<file path="config.mk">
export PLATFORM = sky130hd
export DESIGN_NAME = flash_cmd_ctrl
export DESIGN_NICKNAME = d
export VERILOG_FILES = /design/src/rtl/flash_ctrl_pkg.sv /design/src/rtl/flash_we_filter.sv /design/src/rtl/flash_rst_filter.sv /design/src/rtl/flash_seq_decoder.sv /design/src/rtl/flash_op_engine.sv /design/src/rtl/flash_cmd_ctrl.sv
export SDC_FILE = /design/constraint.sdc
export NUM_CORES = 1
export LEC_CHECK = 0
export BUFFER_PORTS_ARGS = -buffer_cell sky130_fd_sc_hd__buf_2
export CORE_MARGIN = 2
export CORE_UTILIZATION = 35
export CTS_BUF_LIST = sky130_fd_sc_hd__clkbuf_8 sky130_fd_sc_hd__clkbuf_16
export DETAILED_ROUTE_END_ITERATION = 8
export SKIP_CTS_REPAIR_TIMING = 1
export SLEW_MARGIN = 10
export SYNTH_ARGS = -nofsm -noshare
export SYNTH_HDL_FRONTEND = slang
export SYNTH_HIERARCHICAL = 1
export SYNTH_SLANG_ARGS = --single-unit
</file>
<file path="constraint.sdc">
create_clock -name clk -period 3.45 [get_ports clk]
set_input_delay 0.69 -clock clk [delete_from_list [all_inputs] [get_ports clk]]
set_output_delay 0.69 -clock clk [all_outputs]
set_load 0.005 [all_outputs]
</file>
<file path="src/rtl/flash_ctrl_pkg.sv">
package flash_ctrl_pkg;

  typedef enum logic [2:0] {
    SQ_IDLE, SQ_UNL1, SQ_UNL2, SQ_PGM, SQ_ERS1, SQ_ERS2, SQ_ERS3
  } seq_t;

  typedef enum logic [1:0] {
    EN_IDLE, EN_PGM, EN_ERS, EN_SUSP
  } eng_t;

  localparam logic [7:0] CD_KEY_A    = 8'hAA;
  localparam logic [7:0] CD_KEY_B    = 8'h55;
  localparam logic [7:0] CD_PROGRAM  = 8'hA0;
  localparam logic [7:0] CD_ERS_ARM  = 8'h80;
  localparam logic [7:0] CD_GO       = 8'h30;
  localparam logic [7:0] CD_SUSPEND  = 8'hB0;

  // status layout: bit 6 = per-read flag, bit 2 = sector flag
  function automatic logic [7:0] status_byte(input logic flag_a, input logic flag_b);
    status_byte = {1'b0, flag_a, 3'b000, flag_b, 2'b00};
  endfunction

  // programming only clears bits
  function automatic logic [7:0] program_merge(input logic [7:0] old_v, input logic [7:0] new_v);
    program_merge = old_v & new_v;
  endfunction

endpackage

</file>
<file path="src/rtl/flash_we_filter.sv">
module flash_we_filter #(
  parameter int ADDR_W     = 11,
  parameter int GLITCH_MIN = 2
) (
  input  logic              clk,
  input  logic              rst_n,
  input  logic              en,
  input  logic              we_n,
  input  logic [ADDR_W-1:0] addr,
  input  logic [7:0]        wdata,
  output logic              wr_evt,
  output logic [ADDR_W-1:0] wr_addr,
  output logic [7:0]        wr_data
);
  localparam int CNT_W = $clog2(GLITCH_MIN + 1);

  logic             we_q;
  logic [CNT_W-1:0] low_cnt;
  logic             long_enough;

  assign long_enough = (low_cnt >= CNT_W'(GLITCH_MIN));

  always_ff @(posedge clk) begin
    if (!rst_n) begin
      we_q    <= 1'b1;
      low_cnt <= '0;
      wr_evt  <= 1'b0;
      wr_addr <= '0;
      wr_data <= '0;
    end else begin
      we_q   <= we_n;
      wr_evt <= en && we_n && !we_q && long_enough;
      if (!we_n) begin
        if (!long_enough) low_cnt <= low_cnt + 1'b1;
        wr_addr <= addr;
        wr_data <= wdata;
      end else begin
        low_cnt <= '0;
      end
    end
  end

  AST_WR_SINGLE: assert property (@(posedge clk) disable iff (!rst_n)
    wr_evt |=> !wr_evt);

endmodule

</file>
<file path="src/rtl/flash_rst_filter.sv">
module flash_rst_filter #(
  parameter int RST_MIN_CYC = 63
) (
  input  logic clk,
  input  logic rst_n,
  input  logic hw_reset_n,
  output logic rst_hit
);
  localparam int CNT_W = $clog2(RST_MIN_CYC + 1);

  logic [CNT_W-1:0] low_cnt;

  always_ff @(posedge clk) begin
    if (!rst_n)                            low_cnt <= '0;
    else if (hw_reset_n)                   low_cnt <= '0;
    else if (low_cnt != CNT_W'(RST_MIN_CYC)) low_cnt <= low_cnt + 1'b1;
  end

  assign rst_hit = !hw_reset_n && (low_cnt == CNT_W'(RST_MIN_CYC));

  AST_HIT_AFTER_LOW: assert property (@(posedge clk) disable iff (!rst_n)
    rst_hit |-> $past(!hw_reset_n));

endmodule

</file>
<file path="src/rtl/flash_seq_decoder.sv">
module flash_seq_decoder
  import flash_ctrl_pkg::*;
#(
  parameter int ADDR_W = 11
) (
  input  logic              clk,
  input  logic              rst_n,
  input  logic              clear,
  input  logic              wr_evt,
  input  logic [ADDR_W-1:0] wr_addr,
  input  logic [7:0]        wr_data,
  input  eng_t              eng_st,
  output logic              start_pgm,
  output logic              start_ers,
  output logic              suspend_req,
  output logic              resume_req
);
  localparam logic [ADDR_W-1:0] A_FIRST  = ADDR_W'(11'h555);
  localparam logic [ADDR_W-1:0] A_SECOND = ADDR_W'(11'h2AA);

  seq_t seq, seq_nxt;
  logic key_a_ok, key_b_ok;

  assign key_a_ok = (wr_data == CD_KEY_A) && (wr_addr == A_FIRST);
  assign key_b_ok = (wr_data == CD_KEY_B) && (wr_addr == A_SECOND);

  always_comb begin
    seq_nxt   = seq;
    start_pgm = 1'b0;
    start_ers = 1'b0;
    if (clear || eng_st != EN_IDLE) begin
      seq_nxt = SQ_IDLE;
    end else if (wr_evt) begin
      unique case (seq)
        SQ_IDLE: seq_nxt = key_a_ok ? SQ_UNL1 : SQ_IDLE;
        SQ_UNL1: seq_nxt = key_b_ok ? SQ_UNL2 : SQ_IDLE;
        SQ_UNL2: begin
          if (wr_addr != A_FIRST)          seq_nxt = SQ_IDLE;
          else if (wr_data == CD_PROGRAM)  seq_nxt = SQ_PGM;
          else if (wr_data == CD_ERS_ARM)  seq_nxt = SQ_ERS1;
          else                             seq_nxt = SQ_IDLE;
        end
        SQ_PGM: begin
          start_pgm = 1'b1;
          seq_nxt   = SQ_IDLE;
        end
        SQ_ERS1: seq_nxt = key_a_ok ? SQ_ERS2 : SQ_IDLE;
        SQ_ERS2: seq_nxt = key_b_ok ? SQ_ERS3 : SQ_IDLE;
        SQ_ERS3: begin
          start_ers = (wr_data == CD_GO);
          seq_nxt   = SQ_IDLE;
        end
        default: seq_nxt = SQ_IDLE;
      endcase
    end
  end

  assign suspend_req = !clear && wr_evt && eng_st == EN_ERS  && wr_data == CD_SUSPEND;
  assign resume_req  = !clear && wr_evt && eng_st == EN_SUSP && wr_data == CD_GO;

  always_ff @(posedge clk) begin
    if (!rst_n) seq <= SQ_IDLE;
    else        seq <= seq_nxt;
  end

  AST_SEQ_RESET_ON_CLEAR: assert property (@(posedge clk) disable iff (!rst_n)
    clear |=> (seq == SQ_IDLE));

endmodule

</file>
<file path="src/rtl/flash_op_engine.sv">
module flash_op_engine
  import flash_ctrl_pkg::*;
#(
  parameter int ADDR_W  = 11,
  parameter int SECT_W  = 2,
  parameter int LOC_W   = 3,
  parameter int PGM_CYC = 60,
  parameter int ERS_CYC = 200
) (
  input  logic              clk,
  input  logic              rst_n,
  input  logic              clear,
  input  logic              start_pgm,
  input  logic              start_ers,
  input  logic              suspend_req,
  input  logic              resume_req,
  input  logic [ADDR_W-1:0] cmd_addr,
  input  logic [7:0]        cmd_data,
  input  logic              rd_en,
  input  logic [ADDR_W-1:0] rd_addr,
  output eng_t              st,
  output logic [7:0]        rdata
);
  localparam int MEM_AW    = SECT_W + LOC_W;
  localparam int MEM_DEPTH = 1 << MEM_AW;
  localparam int LOC_DEPTH = 1 << LOC_W;
  localparam int MAX_CYC   = (PGM_CYC > ERS_CYC) ? PGM_CYC : ERS_CYC;
  localparam int TMR_W     = $clog2(MAX_CYC + 1);

  function automatic logic [SECT_W-1:0] sector_of(input logic [ADDR_W-1:0] a);
    sector_of = a[ADDR_W-1 -: SECT_W];
  endfunction

  function automatic logic [MEM_AW-1:0] slot_of(input logic [ADDR_W-1:0] a);
    slot_of = {a[ADDR_W-1 -: SECT_W], a[LOC_W-1:0]};
  endfunction

  logic [7:0]        mem [MEM_DEPTH];
  logic [TMR_W-1:0]  timer;
  logic [MEM_AW-1:0] p_slot;
  logic [7:0]        p_data;
  logic [SECT_W-1:0] e_sect;
  logic              flag_a, flag_b;
  logic              rd_in_esect;
  logic              unused_mid;

  assign rd_in_esect = (sector_of(rd_addr) == e_sect);
  assign unused_mid  = ^{rd_addr[ADDR_W-SECT_W-1:LOC_W], cmd_addr[ADDR_W-SECT_W-1:LOC_W]};

  always_ff @(posedge clk) begin
    if (!rst_n) begin
      st     <= EN_IDLE;
      timer  <= '0;
      p_slot <= '0;
      p_data <= '0;
      e_sect <= '0;
      flag_a <= 1'b0;
      flag_b <= 1'b0;
      rdata  <= 8'hFF;
      for (int i = 0; i < MEM_DEPTH; i++) mem[i] <= 8'hFF;
    end else begin
      if (rd_en) begin
        if (st == EN_PGM || st == EN_ERS) begin
          rdata  <= status_byte(flag_a, flag_b);
          flag_a <= ~flag_a;
          if (st == EN_ERS && rd_in_esect) flag_b <= ~flag_b;
        end else if (st == EN_SUSP && rd_in_esect) begin
          rdata  <= status_byte(flag_a, flag_b);
          flag_b <= ~flag_b;
        end else begin
          rdata <= mem[slot_of(rd_addr)];
        end
      end
      if (clear) begin
        st <= EN_IDLE;
      end else begin
        unique case (st)
          EN_IDLE: begin
            if (start_pgm) begin
              st     <= EN_PGM;
              timer  <= TMR_W'(PGM_CYC);
              p_slot <= slot_of(cmd_addr);
              p_data <= cmd_data;
              flag_a <= 1'b0;
              flag_b <= 1'b0;
            end else if (start_ers) begin
              st     <= EN_ERS;
              timer  <= TMR_W'(ERS_CYC);
              e_sect <= sector_of(cmd_addr);
              flag_a <= 1'b0;
              flag_b <= 1'b0;
            end
          end
          EN_PGM: begin
            if (timer == '0) begin
              mem[p_slot] <= program_merge(mem[p_slot], p_data);
              st          <= EN_IDLE;
            end else begin
              timer <= timer - 1'b1;
            end
          end
          EN_ERS: begin
            if (suspend_req) begin
              st <= EN_SUSP;
            end else if (timer == '0) begin
              for (int i = 0; i < LOC_DEPTH; i++) mem[{e_sect, LOC_W'(i)}] <= 8'hFF;
              st <= EN_IDLE;
            end else begin
              timer <= timer - 1'b1;
            end
          end
          EN_SUSP: if (resume_req) st <= EN_ERS;
          default: st <= EN_IDLE;
        endcase
      end
    end
  end

  AST_NO_START_BUSY: assert property (@(posedge clk) disable iff (!rst_n)
    (st != EN_IDLE) |-> !(start_pgm || start_ers));
  AST_CLEAR_IDLE: assert property (@(posedge clk) disable iff (!rst_n)
    clear |=> (st == EN_IDLE));
  AST_SUSP_FROM_ERASE: assert property (@(posedge clk) disable iff (!rst_n)
    (st == EN_SUSP) |-> ($past(st) == EN_ERS || $past(st) == EN_SUSP));
  AST_TIMER_HELD: assert property (@(posedge clk) disable iff (!rst_n)
    (st == EN_SUSP && $past(st) == EN_SUSP) |-> $stable(timer));

endmodule

</file>
<file path="src/rtl/flash_cmd_ctrl.sv">
module flash_cmd_ctrl
  import flash_ctrl_pkg::*;
#(
  parameter int ADDR_W      = 11,
  parameter int SECT_W      = 2,
  parameter int LOC_W       = 3,
  parameter int PGM_CYC     = 60,
  parameter int ERS_CYC     = 200,
  parameter int RST_MIN_CYC = 63,
  parameter int GLITCH_MIN  = 2
) (
  input  logic              clk,
  input  logic              rst_n,
  input  logic              hw_reset_n,
  input  logic              low_supply,
  input  logic              we_n,
  input  logic              rd_en,
  input  logic [ADDR_W-1:0] addr,
  input  logic [7:0]        wdata,
  output logic [7:0]        rdata,
  output logic              rdata_oe,
  output logic              rdy_busy_n
);
  logic              wr_evt, rst_hit, clear, wr_en;
  logic [ADDR_W-1:0] wr_addr;
  logic [7:0]        wr_data;
  logic              start_pgm, start_ers, suspend_req, resume_req;
  logic              running;
  eng_t              eng_st;

  assign wr_en = !low_supply && hw_reset_n;
  assign clear = rst_hit || low_supply;

  flash_we_filter #(.ADDR_W(ADDR_W), .GLITCH_MIN(GLITCH_MIN)) u_we_filter (
    .clk(clk), .rst_n(rst_n), .en(wr_en), .we_n(we_n), .addr(addr), .wdata(wdata),
    .wr_evt(wr_evt), .wr_addr(wr_addr), .wr_data(wr_data)
  );

  flash_rst_filter #(.RST_MIN_CYC(RST_MIN_CYC)) u_rst_filter (
    .clk(clk), .rst_n(rst_n), .hw_reset_n(hw_reset_n), .rst_hit(rst_hit)
  );

  flash_seq_decoder #(.ADDR_W(ADDR_W)) u_decoder (
    .clk(clk), .rst_n(rst_n), .clear(clear), .wr_evt(wr_evt), .wr_addr(wr_addr),
    .wr_data(wr_data), .eng_st(eng_st), .start_pgm(start_pgm), .start_ers(start_ers),
    .suspend_req(suspend_req), .resume_req(resume_req)
  );

  flash_op_engine #(
    .ADDR_W(ADDR_W), .SECT_W(SECT_W), .LOC_W(LOC_W), .PGM_CYC(PGM_CYC), .ERS_CYC(ERS_CYC)
  ) u_engine (
    .clk(clk), .rst_n(rst_n), .clear(clear), .start_pgm(start_pgm), .start_ers(start_ers),
    .suspend_req(suspend_req), .resume_req(resume_req), .cmd_addr(wr_addr),
    .cmd_data(wr_data), .rd_en(rd_en), .rd_addr(addr), .st(eng_st), .rdata(rdata)
  );

  assign running    = (eng_st == EN_PGM) || (eng_st == EN_ERS);
  assign rdy_busy_n = hw_reset_n && !running;
  assign rdata_oe   = hw_reset_n;

  AST_LOCKOUT_NO_WRITE: assert property (@(posedge clk) disable iff (!rst_n)
    (low_supply && $past(low_supply)) |-> !wr_evt);

endmodule

</file>
==> results.py <==
metrics = {
    "global_route": {
        "grtUsageTotal": 0.212,
        "grt_max_degree": 33,
        "antenna_found_initial": 0,
        "grt-ovfl-total": 0,
        "grt_pass1_wl_um": 76600,
        "grt_pass1_vias": 12700,
    },
    "floorplan": {
        "die_width_um": 216,
        "dieArea_um2": 46800,
        "row_count": 77,
        "die_h_um": 216,
        "start_util": 0.355,
        "core_um2": 44400,
        "ios": 35,
    },
    "worst_setup_path": {
        "cp-start-kind": "flop",
        "arrival_ns": 3.68,
        "cp_top_family": "simple AND/OR/NAND/NOR gates",
        "path_max_fanout": 10,
        "crit_path_end_kind": "flop",
        "cpPeakStageDelay_ns": 0.97,
        "crit_required_ns": 3.92,
        "crit_buf_inv": 0,
        "cp_cell_sequence": "ha_1, and3_1, nand2_1, nor2_1, or2_2, and3b_1, nand4_1, o21ai_1, nor2_1, a21oi_1",
        "cp_common_cell": "nor2_1",
        "slowest_stage": "o21ai_1",
        "crit_type": "flop to flop",
    },
    "clock_tree": {
        "clockBufferDepth": 3,
        "cts_buffers": 37,
        "clkTransAtPathRegs_ns": 0.06,
        "worstSkewPairLatency_ns": 0.54,
        "cts_tree": "done",
        "clock-sinks": 328,
        "cts-htree-levels": 2,
        "root_buffer": "clkbuf_16",
    },
    "placement": {
        "dpl.hpwl_um": 35100,
        "gp_routability_congestion": 0.921,
        "portBuffers": 34,
        "dp.cells": 2185,
        "placed_cell_area_um2": 16900,
    },
    "cells_and_area": {
        "fillerInstances": 4255,
        "diodes": 0,
        "fin_area_um2": 18100,
        "final_core_util": 0.408,
        "fin_nets": 1666,
        "mostFrequentLayoutCells": "dfxtp_1 (325), nor2_1 (318), a21oi_1 (286), mux4_2 (136), buf_4 (77)",
        "final_layout_size_suffix_gt1_frac": 0.217,
        "layout_commonest_cell": "dfxtp_1",
        "fin_cells": 2251,
        "area_delta_synth_final_pct": 14.8,
    },
    "timing": {
        "max_slew_margin": 0.284,
        "fin_setup_tns_ns": 0,
        "tightest_slew_ns": 1.07,
        "setup_viol": 0,
        "drv_slew": 0,
        "fin_crit_ns": 3.21,
        "post-route-period-util": 0.931,
        "hold_violations": 0,
        "finClkSkew_ns": 0.0248,
        "fmax_ghz": 0.311,
    },
    "power": {
        "total_power_mw": 8.03,
        "ir_drop_v": 0.000369,
        "total_leakage_power_nw": 6.02,
        "p_per_area_nw_per_um2": 443,
    },
    "synthesis": {
        "syn-num-nets": 1596,
        "synth_top_flop_cell": "dfxtp_1",
        "yosysWarnings": 6,
        "synth_edf_count": 0,
        "synth-seq-area-share": 0.416,
        "syn_inst": 1562,
        "ys_ff_latch": 328,
        "synth_area_um2": 15800,
        "avgSynthCellArea_um2": 10.1,
        "async_reset_ff_frac": 0,
        "yosysUniqueCellTypes": 73,
    },
    "routing": {
        "drt_iter0_drc": 1423,
        "wl_per_cell_um": 22.2,
        "vias": 13100,
        "drt-total-wl_um": 50000,
        "ant_nets": 0,
        "viasPerCell": 5.81,
        "drc_errors": 0,
        "drt-pass1-iter-count": 5,
    },
    "hold_path": {
        "hp-class": "primary input to flop",
    },
    "run": {
        "cap_violations": 0,
    },
    "run_status": {
        "status": "completed",
    },
}
-- logic make-up after synthesis --
| logic type | Yosys count | share of synthesized area |
|---|---|---|
| buffers and inverters | 102 | 0.0403 |
| flip-flops | 328 | 0.416 |
| AO/OA/AOI/OAI | 405 | 0.148 |
| adder cells (fa/ha/maj) | 9 | 0.00713 |
| AND/OR/NAND/NOR | 514 | 0.151 |
| multiplexers | 198 | 0.234 |
| XOR/XNOR | 6 | 0.00333 |
-- path summary, 6_finish.rpt --
kind / start / to / slack, ns / depth (start not counted)
min: addr[4] / u_we_filter/wr_addr[4]$_SDFFE_PN0N_ / 0.42 / 3
max: u_rst_filter/low_cnt[0]$_SDFFE_PP0P_ / u_engine/mem[3][7]$_SDFFE_PP1P_ / 0.24 / 10
min reg2reg: u_we_filter/we_q$_SDFF_PN1_ / u_we_filter/wr_evt$_SDFF_PN0_ / 0.47 / 2
max reg2reg: u_rst_filter/low_cnt[0]$_SDFFE_PP0P_ / u_engine/mem[3][7]$_SDFFE_PP1P_ / 0.24 / 10
-- routing by layer --
| metal | GRT usage | vias to the layer above | wire length, µm |
|---|---|---|---|
| li1 | - | 5884 | - |
| met5 | 0 | - | 0 |
| met1 | 0.283 | 6460 | 20700 |
| met2 | 0.339 | 609 | 23200 |
| met4 | 0.0829 | 0 | 1910 |
| met3 | 0.0404 | 121 | 4210 |
-- cell type report --
| type | count | area [µm²] | share of cell area |
|---|---|---|---|
| clock buffer | 43 | 1030 | 0.0569 |
| clock inverter | 23 | 160 | 0.00884 |
| inverter | 11 | 41.3 | 0.00228 |
| multi-input combinational | 1132 | 8590 | 0.474 |
| sequential | 328 | 6580 | 0.363 |
| tap | 592 | 741 | 0.0409 |
| timing repair buffer | 122 | 983 | 0.0543 |
-- cell usage after synthesis (3+ instances only) --
cell type | instances | area (µm²)
nor2_1 | 318 | 1190
mux4_2 | 136 | 3060
a22o_1 | 4 | 35.0
nand4_1 | 11 | 68.8
o2111ai_2 | 8 | 120
a31oi_1 | 8 | 50.1
nand2b_1 | 18 | 113
xnor2_1 | 4 | 35.0
buf_1 | 5 | 18.8
clkbuf_1 | 26 | 97.6
mux2_2 | 10 | 113
or3_1 | 5 | 31.3
nor3b_1 | 6 | 45.0
ha_1 | 9 | 113
nand2_1 | 51 | 191
dfxtp_1 | 328 | 6570
o21ai_0 | 14 | 70.1
and3_1 | 3 | 18.8
buf_6 | 17 | 191
and2_1 | 6 | 37.5
a211o_1 | 9 | 78.8
nand3b_1 | 5 | 37.5
o31ai_1 | 3 | 22.5
and4bb_2 | 3 | 37.5
a2111oi_0 | 3 | 26.3
o21ai_1 | 33 | 165
a221o_1 | 4 | 40.0
buf_4 | 19 | 143
nor2b_1 | 39 | 244
or2_2 | 3 | 18.8
buf_2 | 22 | 110
a41oi_1 | 7 | 61.3
a221oi_1 | 4 | 35.0
mux2i_1 | 52 | 521
nand3_1 | 11 | 55.1
nor3_1 | 14 | 70.1
o221a_2 | 3 | 33.8
inv_1 | 10 | 37.5
a21oi_1 | 286 | 1430
-- power by group --
| part | internal (mW) | switching, mW | leakage [nW] |
|---|---|---|---|
| Clock | 2.28 | 1.60 | 0.628 |
| Combinational | 0.118 | 0.201 | 2.73 |
| Sequential | 3.81 | 0.0256 | 2.66 |
| Total | 6.20 | 1.82 | 6.02 |
-- state kept, by name, summed over array words and instances (netlist names), named ones only --
register / cells
u_we_filter/wr_data: 8
u_engine/p_data: 8
u_decoder/seq: 3
u_engine/timer: 8
u_engine/st: 2
u_engine/p_slot: 5
u_engine/flag_a: 1
u_we_filter/low_cnt: 2
u_we_filter/we_q: 1
u_engine/mem: 256
u_we_filter/wr_evt: 1
u_engine/rdata: 8
u_engine/flag_b: 1
u_we_filter/wr_addr: 11
u_rst_filter/low_cnt: 6
u_engine/e_sect: 2
-- through the flow --
stage / setup WS (ns) / hold slack [ns]
global route: -0.00286 / 0.414
detailed placement: 0.290 / 0.460
finish: 0.239 / 0.423
CTS: 0.292 / 0.407
floorplan: 0.472 / 0.448
global placement: 0.408 / 0.460
-- tightest hold or removal path: stages --
cell,delay (ns)
buf_2,0.08
mux2i_1,0.05
nor2b_1,0.09
(Power assumes the default switching activity.)
